===== src/rtl/seg_pkg.sv =====
package seg_pkg;

  typedef enum logic [1:0] {
    PRIV_USER     = 2'b00,
    PRIV_SUPER    = 2'b01,
    PRIV_KERN     = 2'b10,
    PRIV_KERN_ALT = 2'b11
  } priv_e;

  typedef enum logic [1:0] {
    ACC_LOAD  = 2'b00,
    ACC_STORE = 2'b01,
    ACC_FETCH = 2'b10,
    ACC_OTHER = 2'b11
  } access_e;

  // Address windows, selected by the top bits of the virtual address.
  typedef enum logic [2:0] {
    WIN_USER     = 3'd0,
    WIN_KDIRECT0 = 3'd1,
    WIN_KDIRECT1 = 3'd2,
    WIN_SUPMAP   = 3'd3,
    WIN_KMAP     = 3'd4
  } window_e;

  typedef enum logic [1:0] {
    VERDICT_DIRECT = 2'd0,
    VERDICT_TLB    = 2'd1,
    VERDICT_FAULT  = 2'd2
  } verdict_e;

  function automatic logic priv_is_kernel(priv_e p);
    return (p == PRIV_KERN) || (p == PRIV_KERN_ALT);
  endfunction

  function automatic logic priv_is_super(priv_e p);
    return p == PRIV_SUPER;
  endfunction

endpackage


===== src/rtl/seg_classify.sv =====
module seg_classify
  import seg_pkg::*;
#(
  parameter int ADDR_W = 32
) (
  input  logic [ADDR_W-1:0] vaddr,
  output window_e           win
);
  localparam int TOP = ADDR_W - 1;

  always_comb begin
    if (!vaddr[TOP]) begin
      win = WIN_USER;
    end else begin
      unique case (vaddr[TOP-1:TOP-2])
        2'b00:   win = WIN_KDIRECT0;
        2'b01:   win = WIN_KDIRECT1;
        2'b10:   win = WIN_SUPMAP;
        default: win = WIN_KMAP;
      endcase
    end
  end
endmodule


===== src/rtl/seg_policy.sv =====
module seg_policy
  import seg_pkg::*;
(
  input  window_e  win,
  input  priv_e    priv,
  input  access_e  access,
  input  logic     erl,
  output verdict_e verdict,
  output logic     fault_store
);
  logic kern;
  logic sup;

  always_comb begin
    kern = priv_is_kernel(priv);
    sup  = priv_is_super(priv);
    unique case (win)
      WIN_USER:     verdict = erl ? VERDICT_DIRECT : VERDICT_TLB;
      WIN_KDIRECT0,
      WIN_KDIRECT1: verdict = kern ? VERDICT_DIRECT : VERDICT_FAULT;
      WIN_SUPMAP:   verdict = (kern || sup) ? VERDICT_TLB : VERDICT_FAULT;
      default:      verdict = kern ? VERDICT_TLB : VERDICT_FAULT;
    endcase
    fault_store = (verdict == VERDICT_FAULT) && (access == ACC_STORE);
  end
endmodule


===== src/rtl/seg_xlate.sv =====
module seg_xlate
  import seg_pkg::*;
#(
  parameter int ADDR_W = 32
) (
  input  logic [ADDR_W-1:0] vaddr,
  input  window_e           win,
  output logic [ADDR_W-1:0] phys
);
  localparam int HI_W  = 3;
  localparam int LOW_W = ADDR_W - HI_W;

  logic [ADDR_W-1:0] direct_phys;

  // Both kernel direct windows are aligned to their own size, so removing
  // the base is the same as clearing the top bits.
  assign direct_phys = {{HI_W{1'b0}}, vaddr[LOW_W-1:0]};

  always_comb begin
    unique case (win)
      WIN_USER:     phys = vaddr;
      WIN_KDIRECT0,
      WIN_KDIRECT1: phys = direct_phys;
      default:      phys = '0;
    endcase
  end
endmodule


===== src/rtl/addr_seg_decoder.sv =====
module addr_seg_decoder
  import seg_pkg::*;
#(
  parameter int ADDR_W = 32
) (
  input  logic              clk,
  input  logic              rst,
  input  logic              in_valid,
  output logic              in_ready,
  input  logic [ADDR_W-1:0] in_vaddr,
  input  logic [1:0]        in_mode,
  input  logic [1:0]        in_access,
  input  logic              in_erl,
  output logic              out_valid,
  input  logic              out_ready,
  output logic              out_unmapped,
  output logic              out_to_tlb,
  output logic              out_addr_err,
  output logic              out_err_store,
  output logic [ADDR_W-1:0] out_phys
);
  window_e           win;
  verdict_e          verdict;
  logic              fault_store;
  logic [ADDR_W-1:0] phys_raw;
  logic [ADDR_W-1:0] phys_gated;
  logic              take;

  seg_classify #(.ADDR_W(ADDR_W)) u_classify (
    .vaddr (in_vaddr),
    .win   (win)
  );

  seg_policy u_policy (
    .win         (win),
    .priv        (priv_e'(in_mode)),
    .access      (access_e'(in_access)),
    .erl         (in_erl),
    .verdict     (verdict),
    .fault_store (fault_store)
  );

  seg_xlate #(.ADDR_W(ADDR_W)) u_xlate (
    .vaddr (in_vaddr),
    .win   (win),
    .phys  (phys_raw)
  );

  assign phys_gated = (verdict == VERDICT_DIRECT) ? phys_raw : '0;
  assign in_ready   = !out_valid || out_ready;
  assign take       = in_valid && in_ready;

  always_ff @(posedge clk) begin
    if (rst) begin
      out_valid     <= 1'b0;
      out_unmapped  <= 1'b0;
      out_to_tlb    <= 1'b0;
      out_addr_err  <= 1'b0;
      out_err_store <= 1'b0;
      out_phys      <= '0;
    end else begin
      if (in_ready) begin
        out_valid <= in_valid;
      end
      if (take) begin
        out_unmapped  <= (verdict == VERDICT_DIRECT);
        out_to_tlb    <= (verdict == VERDICT_TLB);
        out_addr_err  <= (verdict == VERDICT_FAULT);
        out_err_store <= fault_store;
        out_phys      <= phys_gated;
      end
    end
  end
endmodule


===== config.mk =====
export PLATFORM = sky130hd
export DESIGN_NAME = addr_seg_decoder
export DESIGN_NICKNAME = d
export VERILOG_FILES = /design/src/rtl/seg_pkg.sv /design/src/rtl/seg_classify.sv /design/src/rtl/seg_policy.sv /design/src/rtl/seg_xlate.sv /design/src/rtl/addr_seg_decoder.sv
export SDC_FILE = /design/constraint.sdc
export NUM_CORES = 1
export LEC_CHECK = 0
export ABC_AREA = 0
export CAP_MARGIN = 25
export CORE_MARGIN = 2
export CORE_UTILIZATION = 35
export CTS_BUF_LIST = sky130_fd_sc_hd__clkbuf_8
export DETAILED_ROUTE_END_ITERATION = 10
export GPL_TIMING_DRIVEN = 0
export PLACE_DENSITY = 0.7
export SYNTH_ARGS = -nofsm -noshare
export SYNTH_HDL_FRONTEND = slang
export SYNTH_SLANG_ARGS = --single-unit

===== constraint.sdc =====
create_clock -name clk -period 2 [get_ports clk]
set_clock_uncertainty 0.15 [all_clocks]
set_input_delay 0.4 -clock clk [delete_from_list [all_inputs] [get_ports clk]]
set_output_delay 0.4 -clock clk [all_outputs]
set_load 0.02 [all_outputs]

; After elaboration in Yosys (flattened, before gate mapping)
; Cells that the tools add are included.
[classes]
n_eq_ne = 11
n_mux = 9
n_reduce_logical = 10
[ops]
columns = op, count
row1 = one-hot mux 32 bit (2 select lines), 1
row2 = 2-to-1 mux 32 bit, 1
row3 = one-hot mux 3 bit (3 select lines), 1
row4 = equality test 2 x 1 -> 1 bit (second input constant), 4
row5 = equality test 2 bit (second input constant), 4
row6 = equality test 3 x 2 -> 1 bit (second input constant), 2
row7 = 2-to-1 mux 2 bit, 3
row8 = one-hot mux 2 bit (3 select lines), 1
row9 = logical NOT 2 bit, 2
row10 = equality test 3 x 1 -> 1 bit (second input constant), 1
row11 = logical NOT 3 bit, 1
row12 = logical OR 1 bit, 3
row13 = 2-to-1 mux 3 bit, 1
row14 = logical AND 1 bit, 2
row15 = OR reduction 2 bit, 1
row16 = logical NOT 1 bit, 1
row17 = 2-to-1 mux 1 bit, 1
[word_totals]
ff_bits = 37
input_bits = 41
output_inout_bits = 38
elab_cells = 36

; Longest topological paths before layout
; Gate-level depths: netlist (run 1).
[depth]
depth_word = 8
ltp_mapped = 8
ltp_nobuf = 6

; Modules after synthesis
; A second synthesis (run 1) with hierarchy kept.
[hier_totals]
cells_unflattened = 225
hier_area_um2 = 2173.3
[by_module_without_submodules]
columns = mod, instances, cells_per_inst, area_each_um2, seq_area_each_um2
row1 = addr_seg_decoder, 1, 171, 1769.2, 740.7
row2 = seg_xlate, 1, 37, 266.5, 0.0
row3 = seg_classify, 1, 9, 73.8, 0.0
row4 = seg_policy, 1, 8, 63.8, 0.0

; Worst setup path after synthesis (run 1)
; No wires, ideal clock.
[synth_timing]
path_kind = in2reg
start = input port in_vaddr[29]
end = register out_phys[19]
setup_ps = 117
arrival_ps = 1635
required_ps = 1733
setup_slack_ps = 98
path_stages = 8
path_buffers = 2
path_cell_list = inv_1 -> ha_1 -> nand2b_4 -> a211oi_2 -> nor2_1 -> buf_6 -> buf_6 -> a32o_1
[synth_between]
elab_chain_cells = 8
elab_cells_between_ends = 14
classes_between = 5 x eq/ne / 5 x mux / 4 x reduce/logical
[synth_rtl]
columns = element, line
row1 = start: declaration, addr_seg_decoder.sv:10  ; input logic [ADDR_W-1:0] in_vaddr,
row2 = "equality test 2 bit, or another cell as far along", seg_classify.sv:15  ; unique case (vaddr[TOP-1:TOP-2])
row3 = one-hot mux 3 bit (3 select lines) *, seg_classify.sv:15
row4 = 2-to-1 mux 3 bit *, seg_classify.sv:12  ; if (!vaddr[TOP]) begin
row5 = equality test 3 x 1 -> 1 bit or equality test 3 x 2 -> 1 bit (tied branches), "seg_policy.sv:17, seg_xlate.sv:20"
row6 = OR reduction 2 bit, "seg_policy.sv:17, seg_xlate.sv:20"
row7 = one-hot mux 2 bit (3 select lines), seg_policy.sv:17  ; unique case (win)
row8 = logical NOT 2 bit, addr_seg_decoder.sv:49  ; assign phys_gated = (verdict == VERDICT_DIRECT) ? phys_raw : '0;
row9 = 2-to-1 mux 32 bit *, addr_seg_decoder.sv:49
row10 = end signal: assignment, addr_seg_decoder.sv:70  ; out_phys <= phys_gated;
row11 = end: declaration, addr_seg_decoder.sv:20  ; output logic [ADDR_W-1:0] out_phys
; Every way passes the cells marked *; elsewhere a longest branch is shown, timed or not.
; A chain may end at the register's enable or synchronous reset.

; Worst setup path in the final report (run 1)
[layout_timing]
start = input port in_vaddr[29]
end = register out_phys[28]
; The elaborated chain is that of the path after synthesis.

==> run summary, run 1 <==
area share of the largest cell type after synthesis: 0.447
hold bufs inserted after CTS: 0
GRT overflow: 0
clock-pin slew on the worst setup and hold paths: 0.07 ns
Routed WL: 4400 µm
number of global-route vias before repair: 1,547
count of flip-flops with a built-in enable after synthesis: 0
half-perimeter wire length after placement: 3130 µm
clock network latency to the later pin of the worst-skew pair: 0.28 ns
clock period minus worst slack: 1.91 ns
initial core utilization: 0.358
Die Outline Area: 5300 µm²
most used flip-flop cell after synthesis: sky130_fd_sc_hd__dfxtp_1
Placement Cell Area: 2500 µm²
clk buf depth: 2
proportion of register bits with asynchronous set or reset after synthesis: 0
number of unique standard cell types used by synthesis: 29
run status: finished clean
cell types occupying the most area after synthesis: sky130_fd_sc_hd__dfxtp_1 45%, sky130_fd_sc_hd__a32o_1 18%, sky130_fd_sc_hd__nor3b_1 13%, sky130_fd_sc_hd__buf_2 2.7%, sky130_fd_sc_hd__ha_1 2.3%
relative max-transition margin: 0.688
Max Cap Violations: 0
synthesis warning total: 0
initial antenna violation count: 0
crit path to: out_phys[28]
cell count after synthesis: 164
kind of end point of the critical path: register
number of hold violations in the final report: 0
final cell area excluding filler cells: 2650 µm²
worst slack at placement: -0.569 ns
final RePlAce weighted congestion: 0.786
Least-Margin Pin Slew: 0.467 ns
CTS tree: built
IR drop worst, VDD: 0.315 mV
biggest fanout along the worst timing path: 10
Final Net Count: 293
path category of the worst min-delay check: register to register
pin count of the biggest net entering global routing: 12
height of the die: 72.8 µm
drt pass-1 iters: 4
arrival time worst endpoint: 1.93 ns
num rows: 25
count of boundary I/O pins: 79
Via-to-Cell Ratio: 5.18
layout overhead on the synthesized area: 59.5%
Sinks on Clock Net: 37
reg-to-reg slack, setup: 0.36 ns
post-route setup slack: 0.0949 ns
routed len/inst: 14.5 µm
number of cell instances on the worst register-to-register path: 5
capture instance of the worst register-to-register path: out_phys[26]
core box area: 4630 µm²
Port Buffers: 77
global-route wire length before repair: 7050 µm
number of DRC violations after detailed-routing iteration 0: 74
largest area contributor in the synthesized netlist: sky130_fd_sc_hd__dfxtp_1
Pwr Density: 697 nW/µm²
final-layout fill cell count: 435
DRC errors left: 0
RSZ-0062 raised after global routing: false
area of the mapped netlist: 1660 µm²
required time of the critical path: 2.02 ns
Net Count, Synth: 208
syn avg cell area: 10.1 µm²
Max Clock Freq: 525 MHz
flops & latches, synth: 37
remaining number of nets flagged by the antenna check after routing: 0
Pins Over Slew Limit: 0
launching element type of the critical path: input pin
Inserted Diodes: 0
final setup violation count: 0
static leakage: 0.929 nW
H-Tree Depth: 2
launch point of the worst path: in_vaddr[29]
Global Route Usage Sum: 0.170
CTS buffer count: 5
part of the Yosys area used for sequential elements: 0.447
routed via count: 1,576
ratio of cells with drive above 1 in the final layout: 0.120
share of the clock period used by the worst path: 0.953
beginning of the worst register-to-register path: out_valid
root buf cell: sky130_fd_sc_hd__clkbuf_8
class of the most critical setup path: input pin to register
Horiz. Die Dim: 72.8 µm
[routing by layer]
metal | vias to the layer above | track usage | wire, µm
met5 | - | 0 | 0
met4 | 0 | 0.0617 | 37
met3 | 2 | 0.0401 | 228
met2 | 51 | 0.280 | 2120
met1 | 732 | 0.216 | 2010
li1 | 791 | - | -
[synth_stat cells, types with 3 or more instances]
cell type and instances:
sky130_fd_sc_hd__dfxtp_1 37, sky130_fd_sc_hd__nand3_1 4, sky130_fd_sc_hd__ha_1 3, sky130_fd_sc_hd__a21oi_1 7, sky130_fd_sc_hd__nor2_1 5, sky130_fd_sc_hd__a32o_1 29, sky130_fd_sc_hd__inv_1 4, sky130_fd_sc_hd__buf_4 3
sky130_fd_sc_hd__nor3_1 3, sky130_fd_sc_hd__buf_2 9, sky130_fd_sc_hd__nor3b_1 29, sky130_fd_sc_hd__nand2_1 9
[flip-flops by register name, indices dropped and copies added, names as in the netlist]
register and count:
out_phys 32, out_to_tlb 1, out_valid 1, out_unmapped 1, out_addr_err 1, out_err_store 1
[stage by stage]
step / hold WS, ns / total power [mW] / TNS (ns) / utilization / instances
finish: 0.306 / 1.84 / 0 / 0.571 / 304
global route: 0.320 / 1.93 / 0 / 0.571 / 304
CTS: 0.304 / 1.86 / 0 / 0.568 / 304
detailed placement: 0.299 / 1.20 / -15.70 / 0.539 / 295
global placement: 0.292 / 1.20 / -15.44 / 0.539 / 295
floorplan: 0.379 / 1.01 / 0 / - / 164
[cells in the final DEF, fill, tap and decap left out, drive strengths merged]
cell type,instances
clkdlybuf4s50,74
dfxtp,37
nor3b,29
a32o,29
buf,16
nand2,9
clkbuf,9
a21oi,7
inv,5
nor2,5
nand3,4
nor3,3
nand2b,3
ha,3
nor2b,2
o21ai,2
dlygate4sd2,2
or2,1
o211ai,1
a211oi,1
o221ai,1
and2,1
or3,1
nor4,1
a311oi,1
nand4b,1
bufinv,1
clkdlybuf4s15,1
[timing repair]
action	4_1_cts	5_1_grt
resized for setup	6	4
setup endpoints to repair	32	20
pin swaps	1	0
endpoints found under the hold margin	0	0
buffers inserted	1	0
[critical path, cell delays in order]
cell and delay [ns]:
sky130_fd_sc_hd__dlygate4sd2_1 0.25, sky130_fd_sc_hd__inv_2 0.07, sky130_fd_sc_hd__ha_4 0.29, sky130_fd_sc_hd__nand2b_4 0.07
sky130_fd_sc_hd__a211oi_4 0.25, sky130_fd_sc_hd__nor2_2 0.06, sky130_fd_sc_hd__buf_6 0.15, sky130_fd_sc_hd__buf_6 0.14
sky130_fd_sc_hd__a32o_1 0.24
[kinds of logic (layout without fill, tap and decap cells)]
family / Yosys count / after routing / synth area share
AO/OA/AOI/OAI: 42 / 42 / 0.225
flip-flops: 37 / 37 / 0.447
adder cells (fa/ha/maj): 3 / 3 / 0.0226
buffers and inverters: 22 / 108 / 0.0732
AND/OR/NAND/NOR: 60 / 60 / 0.232
[layout make-up]
cell class | instances | area, µm² | share of cell area
plain buffers | 18 | 109 | 0.0412
flip-flops and latches | 37 | 741 | 0.280
well taps | 54 | 67.6 | 0.0255
clock inverters | 2 | 33.8 | 0.0128
multi-input cells | 105 | 821 | 0.310
repair buffers | 78 | 776 | 0.293
inverters | 4 | 15.0 | 0.00568
clock buffers | 6 | 82.6 | 0.0312
[power by group]
group / switching [mW] / total [mW] / internal [mW] / leakage, nW
Clock: 0.255 / 0.656 / 0.401 / 0.0626
Sequential: 0.0164 / 0.785 / 0.768 / 0.301
Combinational: 0.194 / 0.403 / 0.209 / 0.566
Total: 0.465 / 1.84 / 1.38 / 0.929
[how the worst min path moves through the flow]
stage	slack [ns]	from	depth (start not counted)	endpoint
6_report	0.31	out_phys[29]	2	out_phys[29]
5_1_grt	0.32	out_unmapped	2	out_unmapped
4_1_cts	0.30	in_vaddr[31]	3	out_phys[31]
3_5_place_dp	0.30	out_phys[29]	2	out_phys[29]
3_3_place_gp	0.29	out_err_store	2	out_err_store
2_1_floorplan	0.38	out_phys[29]	2	out_phys[29]
(Power assumes the default switching activity.)
==> inputs of run 2 (changes only) <==
PLACE_DENSITY = default   (was 0.7)
PLACE_DENSITY_LB_ADDON = 0.2   (was default)
==> run summary, run 2 (synthesized netlist as in run 1, its figures left out) <==
Pwr Density: 705 nW/µm² (+1.1%)
Inserted Diodes: 0 (unchanged)
number of DRC violations after detailed-routing iteration 0: 75 (+1.4%)
half-perimeter wire length after placement: 3260 µm (+3.9%)
global-route wire length before repair: 7170 µm (+1.7%)
initial antenna violation count: 0 (unchanged)
drt pass-1 iters: 4 (unchanged)
clk buf depth: 2 (unchanged)
launching element type of the critical path: input pin
GRT overflow: 0 (unchanged)
Least-Margin Pin Slew: 0.466 ns (-0.00161 ns)
max FFs per register: 32 (unchanged)
root buf cell: sky130_fd_sc_hd__clkbuf_8
Max Cap Violations: 0 (unchanged)
Pins Over Slew Limit: 0 (unchanged)
initial core utilization: 0.358 (unchanged)
required time of the critical path: 2.03 ns (about the same)
IR drop worst, VDD: 0.292 mV (-7.4%)
core box area: 4630 µm² (unchanged)
Routed WL: 4410 µm (+0.20%)
routed via count: 1,609 (+2.1%)
DRC errors left: 0 (unchanged)
CTS tree: built
relative max-transition margin: 0.690 (+0.00107)
number of hold violations in the final report: 0 (unchanged)
final cell area excluding filler cells: 2640 µm² (-0.14%)
count of boundary I/O pins: 79 (unchanged)
register with the most flip-flops: out_phys
Sinks on Clock Net: 37 (unchanged)
kind of end point of the critical path: register
RSZ-0062 raised after global routing: false
Port Buffers: 77 (unchanged)
layout overhead on the synthesized area: 59.3%
run status: finished clean
remaining number of nets flagged by the antenna check after routing: 0 (unchanged)
clock network latency to the later pin of the worst-skew pair: 0.29 ns (about the same)
Max Clock Freq: 524 MHz (-0.15%)
Horiz. Die Dim: 72.8 µm (unchanged)
height of the die: 72.8 µm (unchanged)
most common library cell in the layout ignoring fill and taps: sky130_fd_sc_hd__clkdlybuf4s50_1
ratio of cells with drive above 1 in the final layout: 0.120 (unchanged)
share of the clock period used by the worst path: 0.954 (+0.00140)
pin count of the biggest net entering global routing: 13 (+1)
Placement Cell Area: 2500 µm² (unchanged)
clock-pin slew on the worst setup and hold paths: 0.07 ns (about the same)
hold bufs inserted after CTS: 0 (unchanged)
path category of the worst min-delay check: register to register
biggest fanout along the worst timing path: 10 (unchanged)
CTS buffer count: 5 (unchanged)
setup tns final: 0 ns (unchanged)
top library cells by usage in the layout, fill and taps aside: 74 x sky130_fd_sc_hd__clkdlybuf4s50_1, 37 x sky130_fd_sc_hd__dfxtp_1, 29 x sky130_fd_sc_hd__nor3b_1, 29 x sky130_fd_sc_hd__a32o_1, 9 x sky130_fd_sc_hd__nand2_1
Final Net Count: 293 (unchanged)
final-layout worst hold slack: 0.300 ns (-0.00619 ns)
static leakage: 0.926 nW (-0.31%)
final RePlAce weighted congestion: 0.767 (-2.3%)
final setup violation count: 0 (unchanged)
clock period minus worst slack: 1.91 ns (+0.00279 ns)
H-Tree Depth: 2 (unchanged)
class of the most critical setup path: input pin to register
number of global-route vias before repair: 1,541 (-0.39%)
reg-to-reg slack, setup: 0.36 ns (about the same)
Die Outline Area: 5300 µm² (unchanged)
routed len/inst: 14.5 µm (+0.20%)
arrival time worst endpoint: 1.94 ns (about the same)
Global Route Usage Sum: 0.173 (+0.00312)
num rows: 25 (unchanged)
Via-to-Cell Ratio: 5.29 (+2.1%)
-- run 2: final timing paths --
path	from	end	cells past startpoint
hold reg to reg	out_err_store	out_err_store	2
setup / recovery	in_vaddr[29]	out_phys[26]	8
setup reg to reg	out_valid	out_phys[26]	7
hold / removal	out_err_store	out_err_store	2
-- run 2: stage by stage --
| stage | utilization | setup WS [ns] | instances | power (mW) |
|---|---|---|---|---|
| after floorplan | - | 0.0978 | 164 | 1.01 |
| after global placement | 0.539 | -0.555 | 295 | 1.19 |
| after detailed placement | 0.539 | -0.570 | 295 | 1.20 |
| after CTS | 0.569 | 0.0720 | 304 | 1.88 |
| after global routing | 0.571 | 0.00356 | 304 | 1.94 |
| final | 0.571 | 0.0921 | 304 | 1.86 |
-- run 2: repair_timing --
| item | in CTS | in global routing |
|---|---|---|
| pin swaps | 3 | 0 |
| gates resized for setup | 6 | 1 |
| setup buffers | 1 | 0 |
| setup endpoints to repair | 33 | 1 |
-- run 2: final cells by class --
| type | count | area, µm² |
|---|---|---|
| Fill cell | 447 | 1990 |
| Multi-Input combinational cell | 105 | 815 |
| Timing Repair Buffer | 78 | 774 |
| Sequential cell | 37 | 741 |
| Buffer | 18 | 109 |
| Clock buffer | 6 | 82.6 |
| Tap cell | 54 | 67.6 |
| Clock inverter | 2 | 37.5 |
| Inverter | 4 | 15.0 |
-- run 2: power by group --
| part | total, mW | switching [mW] | internal (mW) |
|---|---|---|---|
| Clock | 0.677 | 0.272 | 0.405 |
| Combinational | 0.400 | 0.192 | 0.208 |
| Sequential | 0.784 | 0.0157 | 0.768 |
-- run 2: worst max-delay path, cell delays in order --
cell,delay (ns)
sky130_fd_sc_hd__dlygate4sd2_1,0.27
sky130_fd_sc_hd__ha_1,0.26
sky130_fd_sc_hd__nand2b_4,0.17
sky130_fd_sc_hd__a211oi_2,0.21
sky130_fd_sc_hd__nor2_1,0.09
sky130_fd_sc_hd__buf_6,0.15
sky130_fd_sc_hd__buf_6,0.14
sky130_fd_sc_hd__a32o_1,0.24
-- run 2: layer usage --
layer / global-route usage / share of wire
met1: 0.226 / 0.45
met2: 0.269 / 0.47
met3: 0.0552 / 0.067
met4: 0.0597 / 0.013
met5: 0 / 0
